### src/rtl/gpad_pkg.sv
package gpad_pkg;
  typedef enum logic [1:0] {
    PH_IDLE   = 2'd0,
    PH_LATCH  = 2'd1,
    PH_CLK_LO = 2'd2,
    PH_CLK_HI = 2'd3
  } phase_e;

  localparam int SCAN_BITS = 16;

  localparam logic [1:0] OFS_LO  = 2'd0;
  localparam logic [1:0] OFS_HI  = 2'd1;
  localparam logic [1:0] OFS_CTL = 2'd2;

  localparam logic [7:0] CMD_START = 8'h84;
  localparam logic [7:0] CMD_ABORT = 8'h80;
endpackage

### src/rtl/gpad_halfper.sv
module gpad_halfper #(
  parameter int HALF_CYCLES = 100
) (
  input  logic clk,
  input  logic rst_n,
  input  logic run,
  input  logic restart,
  output logic tick
);
  localparam int CNT_W = (HALF_CYCLES > 1) ? $clog2(HALF_CYCLES) : 1;
  localparam logic [CNT_W-1:0] CNT_LAST = CNT_W'(HALF_CYCLES - 1);

  logic [CNT_W-1:0] cnt_q, cnt_d;

  assign tick = run && (cnt_q == CNT_LAST);

  always_comb begin
    if (restart || tick || !run) cnt_d = '0;
    else                         cnt_d = cnt_q + 1'b1;
  end

  always_ff @(posedge clk or negedge rst_n) begin
    if (!rst_n) cnt_q <= '0;
    else        cnt_q <= cnt_d;
  end
endmodule

### src/rtl/gpad_seq.sv
module gpad_seq
  import gpad_pkg::*;
(
  input  logic clk,
  input  logic rst_n,
  input  logic cmd_start,
  input  logic cmd_abort,
  input  logic tick,
  output logic restart,
  output logic sample,
  output logic commit,
  output logic busy,
  output logic pad_latch,
  output logic pad_clk
);
  localparam int BIT_W = $clog2(SCAN_BITS);
  localparam logic [BIT_W-1:0] BIT_LAST = BIT_W'(SCAN_BITS - 1);

  phase_e           phase_q, phase_d;
  logic [BIT_W-1:0] bit_q, bit_d;

  always_comb begin
    phase_d = phase_q;
    bit_d   = bit_q;
    restart = 1'b0;
    sample  = 1'b0;
    commit  = 1'b0;
    if (cmd_abort) begin
      phase_d = PH_IDLE;
      restart = 1'b1;
    end else begin
      case (phase_q)
        PH_IDLE: if (cmd_start) begin
          phase_d = PH_LATCH;
          bit_d   = '0;
          restart = 1'b1;
        end
        PH_LATCH: if (tick) begin
          sample  = 1'b1;
          bit_d   = bit_q + 1'b1;
          phase_d = PH_CLK_LO;
        end
        PH_CLK_LO: if (tick) phase_d = PH_CLK_HI;
        PH_CLK_HI: if (tick) begin
          sample = 1'b1;
          if (bit_q == BIT_LAST) begin
            commit  = 1'b1;
            phase_d = PH_IDLE;
          end else begin
            bit_d   = bit_q + 1'b1;
            phase_d = PH_CLK_LO;
          end
        end
        default: phase_d = PH_IDLE;
      endcase
    end
  end

  always_ff @(posedge clk or negedge rst_n) begin
    if (!rst_n) begin
      phase_q <= PH_IDLE;
      bit_q   <= '0;
    end else begin
      phase_q <= phase_d;
      bit_q   <= bit_d;
    end
  end

  assign busy      = (phase_q != PH_IDLE);
  assign pad_latch = (phase_q == PH_LATCH);
  assign pad_clk   = (phase_q != PH_CLK_LO);
endmodule

### src/rtl/gpad_capture.sv
module gpad_capture
  import gpad_pkg::*;
(
  input  logic                 clk,
  input  logic                 rst_n,
  input  logic                 sample,
  input  logic                 commit,
  input  logic                 pad_data,
  output logic [SCAN_BITS-1:0] result
);
  logic [SCAN_BITS-2:0] shift_q, shift_d;
  logic [SCAN_BITS-1:0] result_q, result_d;
  logic                 bit_in;

  assign bit_in = ~pad_data;

  always_comb begin
    shift_d  = shift_q;
    result_d = result_q;
    if (sample) shift_d  = {shift_q[SCAN_BITS-3:0], bit_in};
    if (commit) result_d = {shift_q, bit_in};
  end

  always_ff @(posedge clk or negedge rst_n) begin
    if (!rst_n) begin
      shift_q  <= '0;
      result_q <= '0;
    end else begin
      shift_q  <= shift_d;
      result_q <= result_d;
    end
  end

  assign result = result_q;
endmodule

### src/rtl/gpad_scan.sv
module gpad_scan
  import gpad_pkg::*;
#(
  parameter int HALF_CYCLES = 100
) (
  input  logic       clk,
  input  logic       rst_n,
  input  logic [1:0] reg_addr,
  input  logic       reg_wr,
  input  logic [7:0] reg_wdata,
  output logic [7:0] reg_rdata,
  output logic       pad_latch,
  output logic       pad_clk,
  input  logic       pad_data
);
  logic rst_meta_q, rst_sync_n;
  always_ff @(posedge clk or negedge rst_n) begin
    if (!rst_n) begin
      rst_meta_q <= 1'b0;
      rst_sync_n <= 1'b0;
    end else begin
      rst_meta_q <= 1'b1;
      rst_sync_n <= rst_meta_q;
    end
  end

  logic ctl_wr, cmd_start, cmd_abort;
  assign ctl_wr    = reg_wr && (reg_addr == OFS_CTL);
  assign cmd_start = ctl_wr && (reg_wdata == CMD_START);
  assign cmd_abort = ctl_wr && (reg_wdata == CMD_ABORT);

  logic tick, restart, sample, commit, busy;
  logic [SCAN_BITS-1:0] result;

  gpad_halfper #(.HALF_CYCLES(HALF_CYCLES)) u_timer (
    .clk(clk), .rst_n(rst_sync_n), .run(busy), .restart(restart), .tick(tick)
  );

  gpad_seq u_seq (
    .clk(clk), .rst_n(rst_sync_n), .cmd_start(cmd_start), .cmd_abort(cmd_abort),
    .tick(tick), .restart(restart), .sample(sample), .commit(commit),
    .busy(busy), .pad_latch(pad_latch), .pad_clk(pad_clk)
  );

  gpad_capture u_cap (
    .clk(clk), .rst_n(rst_sync_n), .sample(sample), .commit(commit),
    .pad_data(pad_data), .result(result)
  );

  logic done_q, done_d;
  always_comb begin
    done_d = done_q;
    if (commit)                          done_d = 1'b1;
    if (cmd_abort || (cmd_start && !busy)) done_d = 1'b0;
  end

  always_ff @(posedge clk or negedge rst_sync_n) begin
    if (!rst_sync_n) done_q <= 1'b0;
    else             done_q <= done_d;
  end

  always_comb begin
    case (reg_addr)
      OFS_LO:  reg_rdata = result[7:0];
      OFS_HI:  reg_rdata = result[15:8];
      OFS_CTL: reg_rdata = {6'b0, busy, done_q};
      default: reg_rdata = 8'h00;
    endcase
  end
endmodule

### config.mk
export PLATFORM = sky130hd
export DESIGN_NAME = gpad_scan
export DESIGN_NICKNAME = d
export VERILOG_FILES = /design/src/rtl/gpad_pkg.sv /design/src/rtl/gpad_halfper.sv /design/src/rtl/gpad_seq.sv /design/src/rtl/gpad_capture.sv /design/src/rtl/gpad_scan.sv
export SDC_FILE = /design/constraint.sdc
export NUM_CORES = 1
export LEC_CHECK = 0
export BUFFER_PORTS_ARGS = -buffer_cell sky130_fd_sc_hd__buf_2
export CAP_MARGIN = 20
export CORE_UTILIZATION = 60
export CTS_BUF_LIST = sky130_fd_sc_hd__clkbuf_16
export DETAILED_ROUTE_END_ITERATION = 10
export PLACE_DENSITY = 0.81
export SLEW_MARGIN = 10
export SYNTH_ARGS = -nofsm -noshare
export SYNTH_HDL_FRONTEND = slang
export SYNTH_SLANG_ARGS = --single-unit
### constraint.sdc
create_clock -name clk -period 2.1 [get_ports clk]
set_input_delay 0.315 -clock clk [delete_from_list [all_inputs] [get_ports clk]]
set_output_delay 0.315 -clock clk [all_outputs]
set_load 0.1 [all_outputs]
Yosys cells after proc, flatten, opt, wreduce, memory -nomap -nowiden

Index checks and enable logic that the tools add are counted.

Register bits: 47
Input bits: 14
Output and inout port bits: 10
Word-level logic and storage cells: 73

$add $sub $neg: 2
Equality and inequality tests: 18
Mux-type cells: 26
Bitwise operators: 2
Reduce and logical (&&, ||, !) cells: 17

Operators by type and width:

| cell                                           | count |
|---|---|
| one-hot mux 8 bit (3 select lines)             | 1 |
| == test 8 bit (second input constant)          | 2 |
| 2-to-1 mux 4 bit                               | 4 |
| 2-to-1 mux 1 bit                               | 12 |
| 2-to-1 mux 2 bit                               | 6 |
| one-hot mux 4 bit (3 select lines)             | 1 |
| != test 3 bit (second input constant)          | 3 |
| != test 2 bit (second input constant)          | 4 |
| one-hot mux 2 bit (4 select lines)             | 1 |
| adder 7 x 1 -> 7 bit (second input constant)   | 1 |
| == test 7 bit (second input constant)          | 1 |
| 2-to-1 mux 7 bit                               | 1 |
| == test 2 bit (second input constant)          | 3 |
| AND reduction 6 bit                            | 1 |
| logical AND 1 bit                              | 5 |
| adder 4 x 1 -> 4 bit (second input constant)   | 1 |
| == test 2 x 1 -> 1 bit (second input constant) | 2 |
| == test 4 bit (second input constant)          | 1 |
| logical NOT 2 bit                              | 2 |
| AND reduction 4 bit                            | 1 |
| nonzero test 2 bit                             | 2 |
| logical OR 1 bit                               | 3 |
| != test 3 x 1 -> 1 bit (second input constant) | 1 |
| nonzero test 3 bit                             | 1 |
| 4 further kinds                                | 5 |

Longest topological paths before layout

Word-level depth: 9
Gate-level depth with buffers: 7
Depth with buffers taken out: 5

Hierarchy

A second synthesis with hierarchy kept.

Cell total of the unflattened synthesis: 176
Area total of the unflattened synthesis: 2282.2 µm²

By module, submodules not included:

| module       | instances | cells each | area each (µm²) | sequential area each (µm²) |
|---|---|---|---|---|
| gpad_capture | 1         | 68         | 1260.0          | 775.7 |
| gpad_seq     | 1         | 41         | 387.9           | 150.1 |
| gpad_halfper | 1         | 34         | 344.1           | 175.2 |
| gpad_scan    | 1         | 33         | 290.3           | 75.1 |

Least setup slack after synthesis

No wires, ideal clock.

Path kind: flip-flop to output port
From: register u_seq.phase_q[0]
To: output port reg_rdata[1]
Arrival time: 2.894 ns
Path slack: -1.109 ns
Stages on the path, launching flop included: 6
Buffers on the path: 1
Cell sequence: dfrtp_1 clkbuf_1 nor2_1 nand2_1 o21ai_0 o21ai_0

Word-level cells in the longest chain between the ends: 2

Ends and longest elaborated chain:

| what                               | line            | text |
|---|---|---|
| start: declaration                 | gpad_seq.sv:19  | `phase_e phase_q, phase_d;` |
| start signal: assignment           | gpad_seq.sv:64  | `phase_q <= phase_d;` |
| nonzero test 2 bit                 | gpad_seq.sv:69  | `assign busy = (phase_q != PH_IDLE);` |
| one-hot mux 8 bit (3 select lines) | gpad_scan.sv:63 | `case (reg_addr)` |
| end: declaration                   | gpad_scan.sv:11 | `output logic [7:0] reg_rdata,` |

No other way between the ends.

Worst setup path in the final report

From: register u_timer.cnt_q[2]
To: register u_cap.shift_q[2]

Word-level cells in the longest chain between the ends: 5

Ends and longest elaborated chain:

| what                     | line                           | text |
|---|---|---|
| start: declaration       | gpad_halfper.sv:13             | `logic [CNT_W-1:0] cnt_q, cnt_d;` |
| start signal: assignment | gpad_halfper.sv:24             | `else cnt_q <= cnt_d;` |
| == test 7 bit            | gpad_halfper.sv:15             | `assign tick = run && (cnt_q == CNT_LAST);` |
| logical AND 1 bit        | gpad_halfper.sv:15             |  |
| 2-to-1 mux 1 bit         | gpad_seq.sv:38, gpad_seq.sv:44 |  |
| 2-to-1 mux 1 bit         | --                             |  |
| 2-to-1 mux 1 bit         | gpad_seq.sv:28                 | `if (cmd_abort) begin` |
| end signal: assignment   | gpad_capture.sv:29             | `shift_q <= shift_d;` |
| end: declaration         | gpad_capture.sv:11             | `logic [SCAN_BITS-2:0] shift_q, shift_d;` |

No other way between the ends.
A chain may end at the register's enable or synchronous reset.

==> results.json <==
{
  "ys_warn_count": 0,
  "ys_seq_area_frac": 0.546,
  "slew_headroom": 0.626,
  "clkPwrFrac": 0.415,
  "postSynth.asyncResetShare": 1.00,
  "synth_edf_count": 0,
  "die_w_um": 61.9,
  "dr.pass1.iters": 4,
  "dpl.hpwl_um": 2880,
  "p_sw_frac": 0.250,
  "numCtsBuffers": 5,
  "pwr_density_cell_nw_per_um2": 926,
  "antenna_cells": 0,
  "final-setup-viol-count": 0,
  "drive_gt1_frac": 0.340,
  "path_class": "flip-flop to flip-flop",
  "syn2layout_area_growth_pct": 24.1,
  "fp-row-count": 21,
  "fmax_mhz": 480,
  "grt_max_degree": 33,
  "tightest_slew_ns": 0.554,
  "finalCriticalPeriod_ns": 2.08,
  "required_ns": 2.27,
  "cts_max_path_buffers": 2,
  "chipHeight_um": 61.9,
  "clk_pin_slew_ns": 0.06,
  "leakagePower_nw": 1.35,
  "yosysMostFrequentCell": "dfrtp_1",
  "vias": 1468,
  "period_share": 0.992,
  "core_area_um2": 3390,
  "hold_viol_final": 0,
  "insertion_delay_ns": 0.29,
  "slowest_stage": "or4b_4",
  "maxSlewViolCount": 0,
  "setup_ws_ns": 0.0159,
  "drt_iter0_drc": 86,
  "worstSetupStartpointType": "flip-flop",
  "wire_per_inst_um": 16.3,
  "ys_types": 40,
  "wirelength_um": 4270,
  "cts-root-buf": "clkbuf_16",
  "grt_first_pass_wirelength_um": 6750,
  "max_stage_delay_ns": 0.57,
  "critPathArrivalTime_ns": 2.25,
  "place_congestion": 0.818,
  "power_frac_comb": 0.172,
  "seqPwrFrac": 0.413,
  "rsz0062_at_grt": "true",
  "cp.buffers_inverters": 1,
  "p_switching_w": 0.000619,
  "yosys.area.top_type": "dfrtp_1",
  "boundaryPins": 24,
  "intPower_w": 0.00186,
  "clock-sinks": 47,
  "synth.cell_area_um2": 2160,
  "vias_per_cell": 5.62,
  "cap_violations": 0,
  "ant_nets": 0,
  "syn-num-nets": 190,
  "finalNetCount": 230,
  "grt_usage": 0.256,
  "ys_seq_elements": 47,
  "tns_ns": 0,
  "initial_core_util": 0.636,
  "end_kind": "flip-flop",
  "yosys-top-cells-area": "dfrtp_1, mux2_1, mux2i_1",
  "synth.top_cell.area_share": 0.546,
  "path_delay_family": "simple AND/OR/NAND/NOR gates",
  "overflow": 0,
  "path_cells": "or4b_4 -> or3_4 -> nor2_4 -> buf_12 -> mux2_2",
  "synthFlopType": "dfrtp_1",
  "synthCells": 174,
  "skew_ns": 0.00891,
  "drc_errors": 0,
  "crit_path_max_fanout": 14,
  "grt_pass1_vias": 1444,
  "port_buffers": 23,
  "status": "finished, final reports clean",
  "cts_tree": "yes",
  "ys_top_cells_by_count": "dfrtp_1, mux2_1, nor2_1",
  "syn_area_per_cell_um2": 12.4,
  "cts_max_level": 2,
  "min_path_type": "flip-flop to async pin",
  "die-area_um2": 3840,
  "dp_slack_ns": -0.0723,
  "antenna_found_initial": 0,
  "ir_worst_vdd_mv": 0.882
}
-- placed cells by master, fill, tap and decap left out, types with 2 or more instances in the layout --
cell type	netlist	final
buf_4	1	14
nor2_2	0	7
nand2_1	11	11
bufinv_16	0	2
ha_1	2	2
clkbuf_16	0	5
buf_12	0	2
mux2_1	22	21
mux2_4	1	2
mux2_2	7	7
inv_1	7	7
dfrtp_1	47	46
nand3_1	6	6
mux2i_1	9	9
o21ai_0	4	2
nor2b_1	2	2
o21ai_2	0	2
xnor2_1	3	3
nor2_1	21	14
xor2_1	2	2
buf_2	2	23
-- sequential cells by signal, summed over array words and instances (netlist names) --
| signal | cells |
|---|---|
| u_cap.result | 16 |
| rst_meta_q | 1 |
| u_timer.cnt_q | 7 |
| done_q | 1 |
| rst_sync_n | 1 |
| u_cap.shift_q | 15 |
| u_seq.bit_q | 4 |
| u_seq.phase_q | 2 |
-- worst register-to-register path: stages, from the launching register on --
cell and delay, ns:
dfrtp_1 0.39, or4b_4 0.57, or3_4 0.40, nor2_4 0.12
buf_12 0.15, mux2_2 0.35
-- cells by family (layout without fill, tap and decap cells) --
| kind of cell | count (synthesis) | in the layout | synth area share |
|---|---|---|---|
| AOI/OAI and AO/OA | 14 | 14 | 0.0563 |
| xor gates and xnor gates | 5 | 5 | 0.0203 |
| adders and majority gates | 2 | 2 | 0.0116 |
| buffers and inverters | 15 | 56 | 0.0395 |
| DFF | 47 | 47 | 0.546 |
| muxes | 39 | 39 | 0.200 |
| other | 1 | 1 | 0.00174 |
| and+or+nand+nor | 51 | 51 | 0.125 |
-- cell type report --
| cell class | instances | area [um^2] |
|---|---|---|
| timing repair buffer | 41 | 282 |
| tap | 46 | 57.6 |
| inverter | 7 | 26.3 |
| clock buffer | 5 | 125 |
| multi-input combinational | 112 | 937 |
| clock inverter | 3 | 71.3 |
| sequential | 47 | 1180 |
| fill | 183 | 713 |
-- through the flow --
stage	instance area, um^2	std cells	hold slack (ns)	util	power (W)
finish	2680	261	0.152	0.790	0.00248
global route	2680	261	0.181	0.790	0.00258
CTS	2660	259	0.165	0.784	0.00248
detailed placement	2440	250	0.108	0.719	0.00143
global placement	2440	250	0.0992	0.719	0.00141
floorplan	2180	174	0.0194	-	0.00130
-- power groups by stage --
stage | clock, W | combinational [W] | sequential [W]
CTS | 0.00104 | 0.000410 | 0.00102
detailed placement | 0 | 0.000395 | 0.00104
floorplan | 0 | 0.000247 | 0.00105
global placement | 0 | 0.000378 | 0.00103
global route | 0.00108 | 0.000475 | 0.00103
finish | 0.00103 | 0.000426 | 0.00102
-- routing by layer --
layer | routed length [um] | global-route usage | up-vias
met4 | 64 | 0.127 | 0
met2 | 2180 | 0.424 | 35
met3 | 177 | 0.0704 | 6
met1 | 1850 | 0.306 | 747
li1 | - | - | 680
met5 | 0 | 0 | -
-- timing repair --
item                                   in CTS  in global routing
setup endpoints to repair                  32                 15
pin swaps                                   2                  0
gates resized for setup                     2                  1
hold buffers                                1                  0
endpoints found under the hold margin       2                  0
setup buffers                               0                  2
-- worst paths after layout --
| path | from | endpoint | slack, ns | cells past startpoint |
|---|---|---|---|---|
| setup / recovery | u_timer.cnt_q[2] | u_cap.shift_q[2] | 0.02 | 5 |
| hold / removal | rst_sync_n | u_seq.phase_q[1] | 0.15 | 0 |
| setup reg to reg | u_timer.cnt_q[2] | u_cap.shift_q[2] | 0.02 | 5 |
| hold reg to reg | rst_sync_n | u_seq.phase_q[1] | 0.15 | 0 |
| max in group asynchronous | rst_sync_n | u_cap.shift_q[0] | 1.27 | 1 |
| min in group clk | pad_data | u_cap.shift_q[0] | 0.23 | 2 |
Note: power is estimated with default switching activity, not from simulation.
